### config.mk
export PLATFORM = sky130hd
export DESIGN_NAME = byte_flag_ctrl
export DESIGN_NICKNAME = d
export VERILOG_FILES = /design/src/rtl/bfc_pkg.sv /design/src/rtl/bfc_set_policy.sv /design/src/rtl/bfc_flag_cell.sv /design/src/rtl/bfc_irq_gate.sv /design/src/rtl/byte_flag_ctrl.sv
export SDC_FILE = /design/constraint.sdc
export NUM_CORES = 1
export LEC_CHECK = 0
export BUFFER_PORTS_ARGS = -buffer_cell sky130_fd_sc_hd__buf_2
export CORE_AREA = 5 5 42 44
export DETAILED_ROUTE_END_ITERATION = 7
export DIE_AREA = 0 0 47 49
export PLACE_DENSITY = 0.46
export SKIP_CTS_REPAIR_TIMING = 1
export SYNTH_ARGS = -nofsm -noshare
export SYNTH_HDL_FRONTEND = slang
export SYNTH_SLANG_ARGS = --single-unit
### constraint.sdc
create_clock -name clk -period 1.4 [get_ports clk]
set_clock_uncertainty 0.2 [all_clocks]
set_input_delay 0 -clock clk [delete_from_list [all_inputs] [get_ports clk]]
set_output_delay 0 -clock clk [all_outputs]
set_load 0.03 [all_outputs]
### src/rtl/bfc_pkg.sv
// Package: shared flag layout of the byte-complete flag controller.
// Assumes: status word order is empty, full, interrupt, request (LSB first).
package bfc_pkg;
    localparam int FLAG_W   = 4;
    localparam int IDX_EMPTY = 0;
    localparam int IDX_FULL  = 1;
    localparam int IDX_IRQ   = 2;
    localparam int IDX_REQ   = 3;

    typedef struct packed {
        logic req;
        logic irq;
        logic full;
        logic empty;
    } bfc_flags_t;
endpackage

### src/rtl/bfc_set_policy.sv
// Module: decodes one byte-end event into a flag set vector.
// Assumes: byte_done is a single-cycle pulse; ack_bit=1 means not acknowledged.
module bfc_set_policy
    import bfc_pkg::*;
(
    input  logic              byte_done,
    input  logic              byte_tx,
    input  logic              ack_bit,
    input  logic              ack_en,
    output logic [FLAG_W-1:0] set_vec
);
    logic tx_handoff;

    // Purpose: choose which flags a finished byte raises under the ack policy.
    always_comb begin
        tx_handoff         = !ack_en || !ack_bit;
        set_vec            = '0;
        set_vec[IDX_IRQ]   = byte_done;
        set_vec[IDX_EMPTY] = byte_done && byte_tx && tx_handoff;
        set_vec[IDX_FULL]  = byte_done && !byte_tx;
        set_vec[IDX_REQ]   = byte_done && (!byte_tx || tx_handoff);
    end
endmodule

### src/rtl/bfc_flag_cell.sv
// Module: bank of set/clear flag registers where set has priority.
// Assumes: synchronous active-low reset; set and clear vectors are per bit.
module bfc_flag_cell #(
    parameter int WIDTH = 4
) (
    input  logic             clk,
    input  logic             rst_n,
    input  logic [WIDTH-1:0] set_vec,
    input  logic [WIDTH-1:0] clr_vec,
    output logic [WIDTH-1:0] q_vec
);
    for (genvar g = 0; g < WIDTH; g++) begin : g_bit
        // Purpose: hold one flag; a set in the same cycle beats a clear.
        always_ff @(posedge clk) begin
            if (!rst_n)
                q_vec[g] <= 1'b0;
            else if (set_vec[g])
                q_vec[g] <= 1'b1;
            else if (clr_vec[g])
                q_vec[g] <= 1'b0;
        end

        // a set always lands, even alongside a clear
        a_r9_set_wins: assert property (@(posedge clk) disable iff (!rst_n)
            set_vec[g] |=> q_vec[g]);
        // a clear without a set empties the flag
        a_r6_clear_lands: assert property (@(posedge clk) disable iff (!rst_n)
            (clr_vec[g] && !set_vec[g]) |=> !q_vec[g]);
        a_r6_hold: assert property (@(posedge clk) disable iff (!rst_n)
            (!clr_vec[g] && !set_vec[g]) |=> $stable(q_vec[g]));
    end
endmodule

### src/rtl/bfc_irq_gate.sv
// Module: forms the transfer request and the gated CPU interrupt.
// Assumes: an enabled transfer controller services a pending request first.
module bfc_irq_gate (
    input  logic irq_flag,
    input  logic req_flag,
    input  logic irq_en,
    input  logic xfer_en,
    output logic xfer_req,
    output logic cpu_irq
);
    // Purpose: hold off the CPU while the controller will clear the flags.
    always_comb begin
        xfer_req = req_flag;
        cpu_irq  = irq_flag && irq_en && !(req_flag && xfer_en);
    end
endmodule

### src/rtl/byte_flag_ctrl.sv
// Module: top of the serial byte-complete flag controller.
// Assumes: all event inputs are synchronous single-cycle pulses on clk.
module byte_flag_ctrl
    import bfc_pkg::*;
(
    input  logic              clk,
    input  logic              rst_n,
    input  logic              byte_done,
    input  logic              byte_tx,
    input  logic              ack_bit,
    input  logic              ack_en,
    input  logic              irq_en,
    input  logic              xfer_en,
    input  logic              xfer_done,
    input  logic              sw_clr_irq,
    input  logic              data_read,
    output logic              flag_empty,
    output logic              flag_full,
    output logic              flag_irq,
    output logic              flag_req,
    output logic              xfer_req,
    output logic              cpu_irq,
    output logic [FLAG_W-1:0] status_word
);
    logic [FLAG_W-1:0] set_vec;
    logic [FLAG_W-1:0] clr_vec;
    logic [FLAG_W-1:0] flag_q;
    bfc_flags_t        flags;

    bfc_set_policy u_policy (
        .byte_done (byte_done),
        .byte_tx   (byte_tx),
        .ack_bit   (ack_bit),
        .ack_en    (ack_en),
        .set_vec   (set_vec)
    );

    // Purpose: map each clear source onto the flags it empties.
    always_comb begin
        clr_vec            = '0;
        clr_vec[IDX_EMPTY] = xfer_done;
        clr_vec[IDX_FULL]  = data_read;
        clr_vec[IDX_IRQ]   = xfer_done || sw_clr_irq;
        clr_vec[IDX_REQ]   = xfer_done;
    end

    bfc_flag_cell #(.WIDTH(FLAG_W)) u_flags (
        .clk     (clk),
        .rst_n   (rst_n),
        .set_vec (set_vec),
        .clr_vec (clr_vec),
        .q_vec   (flag_q)
    );

    // Purpose: expose the flag bank as named flags and one status word.
    always_comb begin
        flags       = bfc_flags_t'(flag_q);
        flag_empty  = flags.empty;
        flag_full   = flags.full;
        flag_irq    = flags.irq;
        flag_req    = flags.req;
        status_word = flag_q;
    end

    bfc_irq_gate u_gate (
        .irq_flag (flags.irq),
        .req_flag (flags.req),
        .irq_en   (irq_en),
        .xfer_en  (xfer_en),
        .xfer_req (xfer_req),
        .cpu_irq  (cpu_irq)
    );

    // with the ack policy off, a transmit byte hands off to the controller
    a_r2_tx_handoff: assert property (@(posedge clk) disable iff (!rst_n)
        (byte_done && byte_tx && !ack_en) |=> (flag_empty && flag_irq && flag_req));
    // a not-acknowledged byte under the policy makes no new request
    a_r4_nack_no_req: assert property (@(posedge clk) disable iff (!rst_n)
        (byte_done && byte_tx && ack_en && ack_bit && !flag_req) |=> (!flag_req && flag_irq));
    // a received byte fills the data register
    a_r5_rx_full: assert property (@(posedge clk) disable iff (!rst_n)
        (byte_done && !byte_tx) |=> (flag_full && flag_req));
    // completion without a new byte empties all three handshake flags
    a_r6_done_clears: assert property (@(posedge clk) disable iff (!rst_n)
        (xfer_done && !byte_done) |=> (!flag_empty && !flag_irq && !flag_req));
    // no CPU interrupt while an enabled controller has a request pending
    a_r11_irq_held: assert property (@(posedge clk) disable iff (!rst_n)
        (flag_req && xfer_en) |-> !cpu_irq);
    // flags are empty after reset
    a_r1_reset: assert property (@(posedge clk)
        $rose(rst_n) |-> (status_word == '0));
endmodule

After elaboration in Yosys (flattened, before gate mapping)
Index checks and enable logic that the tools add are counted.
{ "totals": {"reg_bits": 4, "in_bits": 11, "out_inout_bits": 10, "word_cells": 29} }
{ "op_classes": {"n_mux": 7, "reduce_logical": 18} }
{ "op_table": {"columns": ["cell", "count"], "rows": [
  ["nonzero test 2 bit", 4],
  ["logical AND 1 bit", 7],
  ["2-to-1 mux 1 bit", 7],
  ["logical NOT 1 bit", 4],
  ["logical OR 1 bit", 3]
]} }

Logic depth before layout (Yosys ltp)
Gate-level depths: netlist of the first run.
{ "logic_depth": {"ltp_word": 5, "depth_mapped": 2, "mapped_depth_nobuf": 2} }

Modules after synthesis
A second synthesis of the first run with hierarchy kept.
{ "hier_totals": {"hier_cells": 26, "hier_area_um2": 255.2} }
{ "modules_own_cells": {"columns": ["mod", "instances", "cells_each", "area_per_inst_um2", "seq_area_each_um2"], "rows": [
  ["bfc_flag_cell", 1, 12, 165.2, 80.1],
  ["byte_flag_ctrl", 1, 5, 36.3, 0.0],
  ["bfc_set_policy", 1, 6, 33.8, 0.0],
  ["bfc_irq_gate", 1, 3, 20.0, 0.0]
]} }

Worst setup path before layout of the first run
OpenSTA, ideal clock, no wires.
{ "synth_path": {"path_kind": "flip-flop to output port", "start": "register u_flags.q_vec[2]", "end": "output port cpu_irq", "t_arrival_ns": 1.086, "required_ns": 1.200, "setup_slack_ns": 0.114, "path_stages_with_launch": 3, "path_buffers": 0, "cell_sequence": "dfxtp_1 nand2_1 a21oi_1"} }
{ "synth_via": {"elab_chain_cells": 2} }
{ "synth_lines": {"columns": ["item", "line", "rtl"], "rows": [
  ["start: declaration", "bfc_flag_cell.sv:10", "output logic [WIDTH-1:0] q_vec"],
  ["start signal: indexed assignment", "bfc_flag_cell.sv:16", "q_vec[g] <= 1'b0;"],
  ["start signal: indexed assignment", "bfc_flag_cell.sv:18", "q_vec[g] <= 1'b1;"],
  ["start signal: indexed assignment", "bfc_flag_cell.sv:20", "q_vec[g] <= 1'b0;"],
  ["logical AND 1 bit (2 in series)", "bfc_irq_gate.sv:14", "cpu_irq = irq_flag && irq_en && !(req_flag && xfer_en);"],
  ["end: declaration", "byte_flag_ctrl.sv:22", "output logic cpu_irq,"]
]} }
Every way passes these cells.

Worst setup path in the final report of the first run
{ "layout_path": {"start": "input port byte_done", "end": "register u_flags.q_vec[3]"} }
{ "layout_via": {"elab_chain_cells": 2, "word_cells_on_any_way": 3, "classes_between": "1 x mux; 2 x reduce/logical"} }
{ "layout_lines": {"columns": ["item", "line", "rtl"], "rows": [
  ["start: declaration", "byte_flag_ctrl.sv:8", "input logic byte_done,"],
  ["logical AND 1 bit (*)", "bfc_set_policy.sv:21", "set_vec[IDX_REQ] = byte_done && (!byte_tx || tx_handoff);"],
  ["2-to-1 mux 1 bit / nonzero test 2 bit (equally long branches)", null, null]
]} }
Every way passes the cells marked *; elsewhere a longest branch is shown, timed or not.
A chain may end at the register's enable or synchronous reset.

==> flow_summary.json, run 1 <==
{
  "status": "finished, final reports clean",
  "clkSinkCount": 4,
  "p_seq_frac": 0.344,
  "reg_top3": "u_flags.q_vec: 4 flops",
  "synth_nets": 32,
  "grt_pass1_wl_um": 848,
  "yosys.area.top_type": "dfxtp_1",
  "vdd_drop_max_uv": 426,
  "regToRegStartpoint": "u_flags.q_vec[3]$_SDFFE_PN0P_",
  "regMostFlops": "u_flags.q_vec",
  "fin_crit_sh": 0.847,
  "ios": 21,
  "wl_met3_um": 38,
  "layout_min_cycle_time_ps": 1190,
  "arrival_ps": 1100,
  "hold_path_class": "in2out",
  "synth_area_um2": 208,
  "path_buf_inv": 2,
  "antenna_cells": 0,
  "holdCritStartpoint": "xfer_en",
  "die_area_um2": 2300,
  "hold_depth": 3,
  "hold_viol_final": 0,
  "p_total_mw": 0.370,
  "timing.setup.tns_ps": 0,
  "routed_wl_um": 636,
  "die_w_um": 47,
  "topRoutingLayerUsed": "met3",
  "largest_register_ffs": 4,
  "cp_cell_sequence": "dlygate4sd3_1 > buf_2 > nor2b_2 > o31a_1",
  "synth_top_cell_area_share": 0.386,
  "wl_per_cell_um": 10.1,
  "gp_congestion": 0.596,
  "ff2ff_path_depth": 2,
  "combinationalPowerShare": 0.282,
  "slew_violations": 0,
  "crit_path_start_kind": "primary input",
  "detail-route-antenna-nets": 0,
  "wl_met1_um": 231,
  "cts_tree": "done",
  "rsz0062_at_grt": "false",
  "io_buffers": 20,
  "critical_path.top_delay_family": "buffers and inverters",
  "floorplan.initialDensity": 0.148,
  "drtIter0Drc": 2,
  "die_y_um": 49,
  "grt_pass1_vias": 211,
  "cpPeakStageDelay_ps": 530,
  "endpoint_kind": "register",
  "power_frac_clock": 0.375,
  "leakage_nw": 0.202,
  "rows": 14,
  "ys_ff_latch": 4,
  "p_switching_mw": 0.106,
  "drive_gt1_frac": 0.532,
  "critPathLaunch": "byte_done",
  "grt_antenna_before_repair": 0,
  "firstDrtPassIters": 3,
  "setup_viol": 0,
  "r2r_setup_slack_ps": 370,
  "yosysSeqAreaShare": 0.386,
  "grt_max_degree": 6,
  "slowest_stage": "dlygate4sd3_1",
  "path_class": "in2reg",
  "rr_endpoint": "u_flags.q_vec[3]$_SDFFE_PN0P_",
  "cts_buffers": 3,
  "max_slew_margin": 0.880,
  "path_max_fanout": 3,
  "post-route-util": 0.280,
  "cts.reportedPaths.clkPinSlew_ps": 40,
  "max_freq_mhz": 844,
  "hold_slack_ps": 86.8,
  "overflow": 0,
  "clock_latency_ps": 230,
  "nNetsFinal": 60,
  "min_to": "cpu_irq",
  "p_int_mw": 0.264,
  "synthTopCellsByArea": "dfxtp_1 (39%), buf_4 (18%), o21a_1 (7.2%)",
  "grt_usage": 0.0534,
  "worst_pin_slew_ps": 179,
  "cts_root_buf": "clkbuf_4",
  "yosysUniqueCellTypes": 12,
  "core_um2": 1400,
  "clock_path_buffers": 2,
  "met2_length_um": 366,
  "h-tree-depth": 1,
  "synth_area_per_cell_um2": 9.89,
  "vias": 227,
  "p_per_area_nw_per_um2": 943,
  "yosys_warnings": 0,
  "drc": 0,
  "area_growth_pct": 89.2,
  "cp.required_ps": 1320,
  "cap_violations": 0,
  "syn-instance-count": 21,
  "via_per_inst": 3.60,
  "swShare": 0.287
}
==> area by class of cell <==
cell class / instances / area, um2
fillers: 160 / 1010
repair buffers: 28 / 180
multi-input cells: 12 / 90.1
flip-flops and latches: 4 / 80.1
clock buffers: 3 / 22.5
well taps: 16 / 20.0
==> power by group through the flow <==
| stage | Sequential, mW | Combinational [mW] | Clock [mW] |
|---|---|---|---|
| after floorplan | 0.143 | 0.0493 | 0 |
| after global placement | 0.129 | 0.0880 | 0 |
| after detailed placement | 0.129 | 0.0878 | 0 |
| after CTS | 0.128 | 0.0882 | 0.148 |
| after global routing | 0.129 | 0.111 | 0.156 |
| final | 0.127 | 0.104 | 0.139 |
==> cells in the mapped netlist (all sizes together) <==
library cell and number:
and3b 1, a31o 1, a21oi 1, dfxtp 4, a21boi 1, o21a 2
nand2 1, nor2b 3, buf 5, o31a 1, nor3b 1
==> cell families (layout without fill, tap and decap cells) <==
family	count (synthesis)	after routing	share of synthesized area
DFF	4	4	0.386
buffers and inverters	5	31	0.181
AOI/OAI and AO/OA	6	6	0.235
and+or+nand+nor	6	6	0.199
==> through the flow <==
stage                     std cells  setup WS (ps)  cell area, um2
after floorplan                  21            114             208
after global placement           52            388             290
after detailed placement         52            371             290
after CTS                        55            234             313
after global routing             63            198             393
final                            63            215             393
==> worst max path at each step <==
stage	depth (start not counted)	slack (ps)	endpoint
floorplan	2	110	cpu_irq
global placement	2	390	u_flags.q_vec[3]$_SDFFE_PN0P_
detailed placement	2	370	u_flags.q_vec[3]$_SDFFE_PN0P_
CTS	3	230	cpu_irq
global route	4	200	u_flags.q_vec[3]$_SDFFE_PN0P_
finish	4	210	u_flags.q_vec[3]$_SDFFE_PN0P_
==> layer usage <==
metal | global-route usage | up-vias
met1 | 0.0547 | 98
met5 | 0 | -
met3 | 0.0258 | 0
li1 | - | 120
met2 | 0.0724 | 9
met4 | 0.0553 | 0
==> cell usage in the layout (no fill, tap or decap) <==
cell	netlist	layout
a21oi_1	1	1
clkbuf_4	0	3
dfxtp_1	4	4
nand2_1	1	1
nor2b_2	1	1
o21a_1	2	2
o31a_1	1	1
dlygate4sd3_1	0	8
a21boi_2	1	1
buf_2	0	20
a31o_1	1	1
and3b_1	1	1
nor3b_1	1	1
nor2b_1	2	2
==> worst min-delay path, cell delays in order <==
cell,delay [ps]
buf_2,70
a21oi_1,50
buf_2,160
Note: power is estimated with default switching activity, not from simulation.
==> inputs of run 2 (changes only) <==
ABC_AREA = 1   (was unset)
PLACE_DENSITY = 0.48   (was 0.46)
clock period = 1 ns   (was 1.4 ns; I/O delays follow)
==> flow_summary.json, run 2 <==
{
  "routed_wl_um": 654,
  "regMostFlops": "u_flags.q_vec",
  "status": "complete, but fails checks",
  "power_frac_clock": 0.364,
  "firstDrtPassIters": 1,
  "floorplan.initialDensity": 0.156,
  "reg_top3": "u_flags.q_vec: 4 flops",
  "die_w_um": 47,
  "post-route-util": 0.337,
  "synth_area_um2": 219,
  "critical_path.top_delay_family": "flip-flops",
  "largest_register_ffs": 4,
  "path_max_fanout": 3,
  "synth_nets": 41,
  "ys_async_sr_fraction": 0,
  "worst_pin_slew_ps": 156,
  "grt_usage": 0.0549,
  "leakage_nw": 0.246,
  "synthTopCellsByArea": "dfxtp_1 (37%), buf_4 (17%), nand2_1 (12%)",
  "grt_pass1_wl_um": 814,
  "violations": "setup timing",
  "fin_crit_sh": 1.08,
  "slew_violations": 0,
  "nNetsFinal": 70,
  "drive_gt1_frac": 0.544,
  "antenna_cells": 0,
  "slowest_stage": "dfxtp_2",
  "grt_pass1_vias": 207,
  "synth_area_per_cell_um2": 7.30,
  "vias": 259,
  "p_seq_frac": 0.323,
  "hold_viol_final": 0,
  "crit_path_start_kind": "register",
  "cts_buffers": 3,
  "fillers": 156,
  "p_per_area_nw_per_um2": 1200,
  "core_um2": 1400,
  "drc": 0,
  "vdd_drop_max_uv": 356,
  "cpPeakStageDelay_ps": 330,
  "cts_root_buf": "clkbuf_4",
  "arrival_ps": 880,
  "p_int_mw": 0.392,
  "via_per_inst": 3.55,
  "hold_path_class": "in2out",
  "yosys.area.top_type": "dfxtp_1",
  "max_freq_mhz": 926,
  "setup_viol": 2,
  "wl_per_cell_um": 8.96,
  "final_cell_mix": "buf_2 (11), dlygate4sd3_1 (8), inv_1 (6), nand2_1 (6)",
  "cts.reportedPaths.clkPinSlew_ps": 40,
  "ys_ff_latch": 4,
  "detail-route-antenna-nets": 0,
  "synth_top_cell_area_share": 0.366,
  "setup_slack_ps": -79.6,
  "die_area_um2": 2300,
  "cp.required_ps": 800,
  "mostFrequentLayoutCell": "buf_2",
  "yosysSeqAreaShare": 0.366,
  "path_class": "reg2out",
  "ys.flop_type": "dfxtp_1",
  "grtUsageMet1": 0.0636,
  "rows": 14,
  "p_switching_mw": 0.174,
  "endpoint_kind": "output pin",
  "grt_antenna_before_repair": 0,
  "clock_latency_ps": 240,
  "top_usage_layer": "met4",
  "area_growth_pct": 115,
  "swShare": 0.307,
  "clock_path_buffers": 2,
  "h-tree-depth": 1,
  "combinationalPowerShare": 0.313,
  "synth_top_cells_by_count": "nand2_1 (7), inv_1 (6), buf_4 (5), dfxtp_1 (4), a21oi_1 (3)",
  "synth-edff-count": 0,
  "layout_min_cycle_time_ps": 1080,
  "overflow": 0,
  "hold_slack_ps": 81.1,
  "yosysUniqueCellTypes": 10,
  "cp_cell_sequence": "nand2_2 > a21oi_4 > buf_6",
  "yosysMostFrequentCell": "nand2_1",
  "met3_usage": 0.0332,
  "die_y_um": 49,
  "grt_max_degree": 6,
  "ios": 21,
  "syn-instance-count": 30,
  "io_buffers": 20,
  "rsz0062_at_grt": "true",
  "drtIter0Drc": 0,
  "cap_violations": 0,
  "gp_congestion": 0.725,
  "yosys_warnings": 0,
  "cts_tree": "done",
  "hpwl_um": 483,
  "max_slew_margin": 0.897,
  "use_met2": 0.0566,
  "clkSinkCount": 4,
  "path_buf_inv": 1
}
run 2: cells by family (layout without fill, tap and decap cells):
family / Yosys count / in the layout / synth area share
and+or+nand+nor: 11 / 11 / 0.251
AOI/OAI and AO/OA: 4 / 4 / 0.109
buffers and inverters: 11 / 38 / 0.274
DFF: 4 / 4 / 0.366
run 2: path summary, 6_finish.rpt:
path | cells after the start | startpoint | end | slack (ps)
setup / recovery | 3 | u_flags.q_vec[2]$_SDFFE_PN0P_ | cpu_irq | -80
hold reg to reg | 2 | u_flags.q_vec[1]$_SDFFE_PN0P_ | u_flags.q_vec[1]$_SDFFE_PN0P_ | 280
hold / removal | 3 | xfer_en | cpu_irq | 80
setup reg to reg | 3 | u_flags.q_vec[2]$_SDFFE_PN0P_ | u_flags.q_vec[2]$_SDFFE_PN0P_ | 100
run 2: worst register-to-register path, cell delays in order, from the launching register on:
cell,delay (ps)
dfxtp_2,330
buf_4,110
nand3b_1,70
a21oi_1,120
run 2: final cells by class:
type	count	area, um2	area share
Multi-Input combinational cell	15	92.6	0.196
Sequential cell	4	85.1	0.180
Clock buffer	3	22.5	0.0477
Timing Repair Buffer	29	229	0.485
Inverter	6	22.5	0.0477
Tap cell	16	20.0	0.0424
run 2: per-layer routing:
layer  vias up  share of wire
li1        140              -
met3         2           0.14
met2        17           0.45
met4         0          0.023
met1       100           0.38
met5         -              0
run 2: metrics by stage:
stage               std cells  worst slack, ps  TNS [ps]  cell area, um2  power [mW]
finish                     73            -79.6     -96.5             472       0.566
global route               73             -134      -250             472       0.606
CTS                        64             -177      -283             338       0.530
detailed placement         61             83.2         0             315       0.314
global placement           61              110         0             315       0.312
floorplan                  30             5.26         0             233       0.280
run 2: power by group through the flow:
| stage | combinational, mW | clock, mW | sequential, mW |
|---|---|---|---|
| after global routing | 0.190 | 0.230 | 0.185 |
| after detailed placement | 0.130 | 0 | 0.184 |
| after CTS | 0.130 | 0.219 | 0.181 |
| after floorplan | 0.0764 | 0 | 0.204 |
| after global placement | 0.128 | 0 | 0.183 |
| final | 0.177 | 0.206 | 0.183 |
==> inputs of run 3 (changes only) <==
CORE_AREA = 2 2 39 41   (was 5 5 42 44)
DIE_AREA = 0 0 41 43   (was 0 0 47 49)
==> flow_summary.json, run 3 (synthesis gave the netlist of run 2 again) <==
{
  "status": "complete, but fails checks",
  "violations": "hold timing, setup timing",
  "clkSinkCount": 4,
  "cts_tree": "done",
  "cts_buffers": 3,
  "gp_congestion": 0.695,
  "hold_path_class": "in2reg",
  "core_um2": 1380,
  "fin_crit_sh": 1.08,
  "multiInputGateArea_um2": 92.6,
  "detail-route-antenna-nets": 0,
  "timing.setup.tns_ps": -99.4,
  "grt_usage": 0.0672,
  "combinationalPowerShare": 0.292,
  "die_y_um": 43,
  "clock_latency_ps": 240,
  "max_freq_mhz": 924,
  "drc": 0,
  "drive_gt1_frac": 0.574,
  "vias": 263,
  "firstDrtPassIters": 2,
  "post-route-util": 0.311,
  "rsz0062_at_grt": "true",
  "grt_pass1_vias": 185,
  "io_buffers": 20,
  "p_int_mw": 0.380,
  "hold_slack_ps": -134,
  "die_area_um2": 1760,
  "area_growth_pct": 96.6,
  "layout_min_cycle_time_ps": 1080,
  "power_frac_clock": 0.378,
  "rows": 14,
  "floorplan.initialDensity": 0.158,
  "final_cell_mix": "buf_2 (14), inv_1 (6), nand2_1 (6)",
  "path_class": "reg2out",
  "regArea_um2": 85.1,
  "path_max_fanout": 4,
  "h-tree-depth": 1,
  "leakage_nw": 0.233,
  "holdCritStartpoint": "xfer_done",
  "p_switching_mw": 0.174,
  "hold_depth": 4,
  "vdd_drop_max_uv": 324,
  "cp.required_ps": 800,
  "nNetsFinal": 67,
  "critPathLaunch": "u_flags.q_vec[2]$_SDFFE_PN0P_",
  "cts.reportedPaths.clkPinSlew_ps": 40,
  "swShare": 0.315,
  "p_seq_frac": 0.330,
  "clock_path_buffers": 2,
  "grt_antenna_before_repair": 0,
  "via_per_inst": 3.76,
  "setup_slack_ps": -82.0,
  "wl_per_cell_um": 8.00,
  "drtIter0Drc": 4,
  "overflow": 0,
  "ios": 21,
  "grt_max_degree": 6,
  "crit_path_start_kind": "register",
  "mostFrequentLayoutCell": "buf_2",
  "fillers": 165,
  "max_slew_margin": 0.891,
  "final-instance-count-excl-fill": 70,
  "antenna_cells": 0,
  "setup_viol": 2,
  "reg_top3": "u_flags.q_vec: 4 flops",
  "hpwl_um": 427,
  "p_total_mw": 0.554,
  "hold_viol_final": 3,
  "grt_pass1_wl_um": 690,
  "ff2ff_path_depth": 4,
  "endpoint_kind": "output pin",
  "cap_violations": 0,
  "cts_root_buf": "clkbuf_4",
  "arrival_ps": 880,
  "routed_wl_um": 560,
  "dp_cells": 61,
  "worst_pin_slew_ps": 162,
  "regMostFlops": "u_flags.q_vec",
  "slew_violations": 0,
  "largest_register_ffs": 4,
  "regToRegStartpoint": "u_flags.q_vec[3]$_SDFFE_PN0P_",
  "p_per_area_nw_per_um2": 1290,
  "die_w_um": 41
}
[run 3: critical path: stages (launching register included)]
cell,delay (ps)
dfxtp_2,340
nand2_2,60
a21oi_4,110
buf_6,140
[run 3: final timing paths]
path | endpoint | slack [ps]
hold / removal | u_flags.q_vec[0]$_SDFFE_PN0P_ | -130
setup / recovery | cpu_irq | -80
hold reg to reg | u_flags.q_vec[1]$_SDFFE_PN0P_ | 280
setup reg to reg | u_flags.q_vec[3]$_SDFFE_PN0P_ | 100
[run 3: power groups by stage]
stage          clock, mW  combinational (mW)  sequential, mW
4_1_cts            0.217               0.128           0.182
2_1_floorplan          0              0.0764           0.204
3_3_place_gp           0               0.127           0.184
3_5_place_dp           0               0.128           0.184
6_report           0.210               0.162           0.183
5_1_grt            0.229               0.173           0.185
[run 3: final cells by class]
cell class	instances	area share
Tap cell	16	0.0465
Inverter	6	0.0523
Sequential cell	4	0.198
Clock buffer	3	0.0523
Timing Repair Buffer	26	0.436
Multi-Input combinational cell	15	0.215
[run 3: through the flow]
step / cell area [um2] / hold slack, ps / worst slack, ps
6_report: 430 / -134 / -82.0
5_1_grt: 430 / -122 / -121
4_1_cts: 338 / -247 / -158
3_5_place_dp: 315 / 1.31 / 100
3_3_place_gp: 315 / 4.42 / 113
2_1_floorplan: 233 / -128 / 5.26
[run 3: routing by layer]
metal	up-vias	global-route usage	part of all wire	routed length, um
met2	14	0.0750	0.47	264
met4	0	0.100	0	0
met1	114	0.0705	0.40	226
met3	0	0.0314	0.12	69
li1	135	-	-	-
met5	-	0	0	0
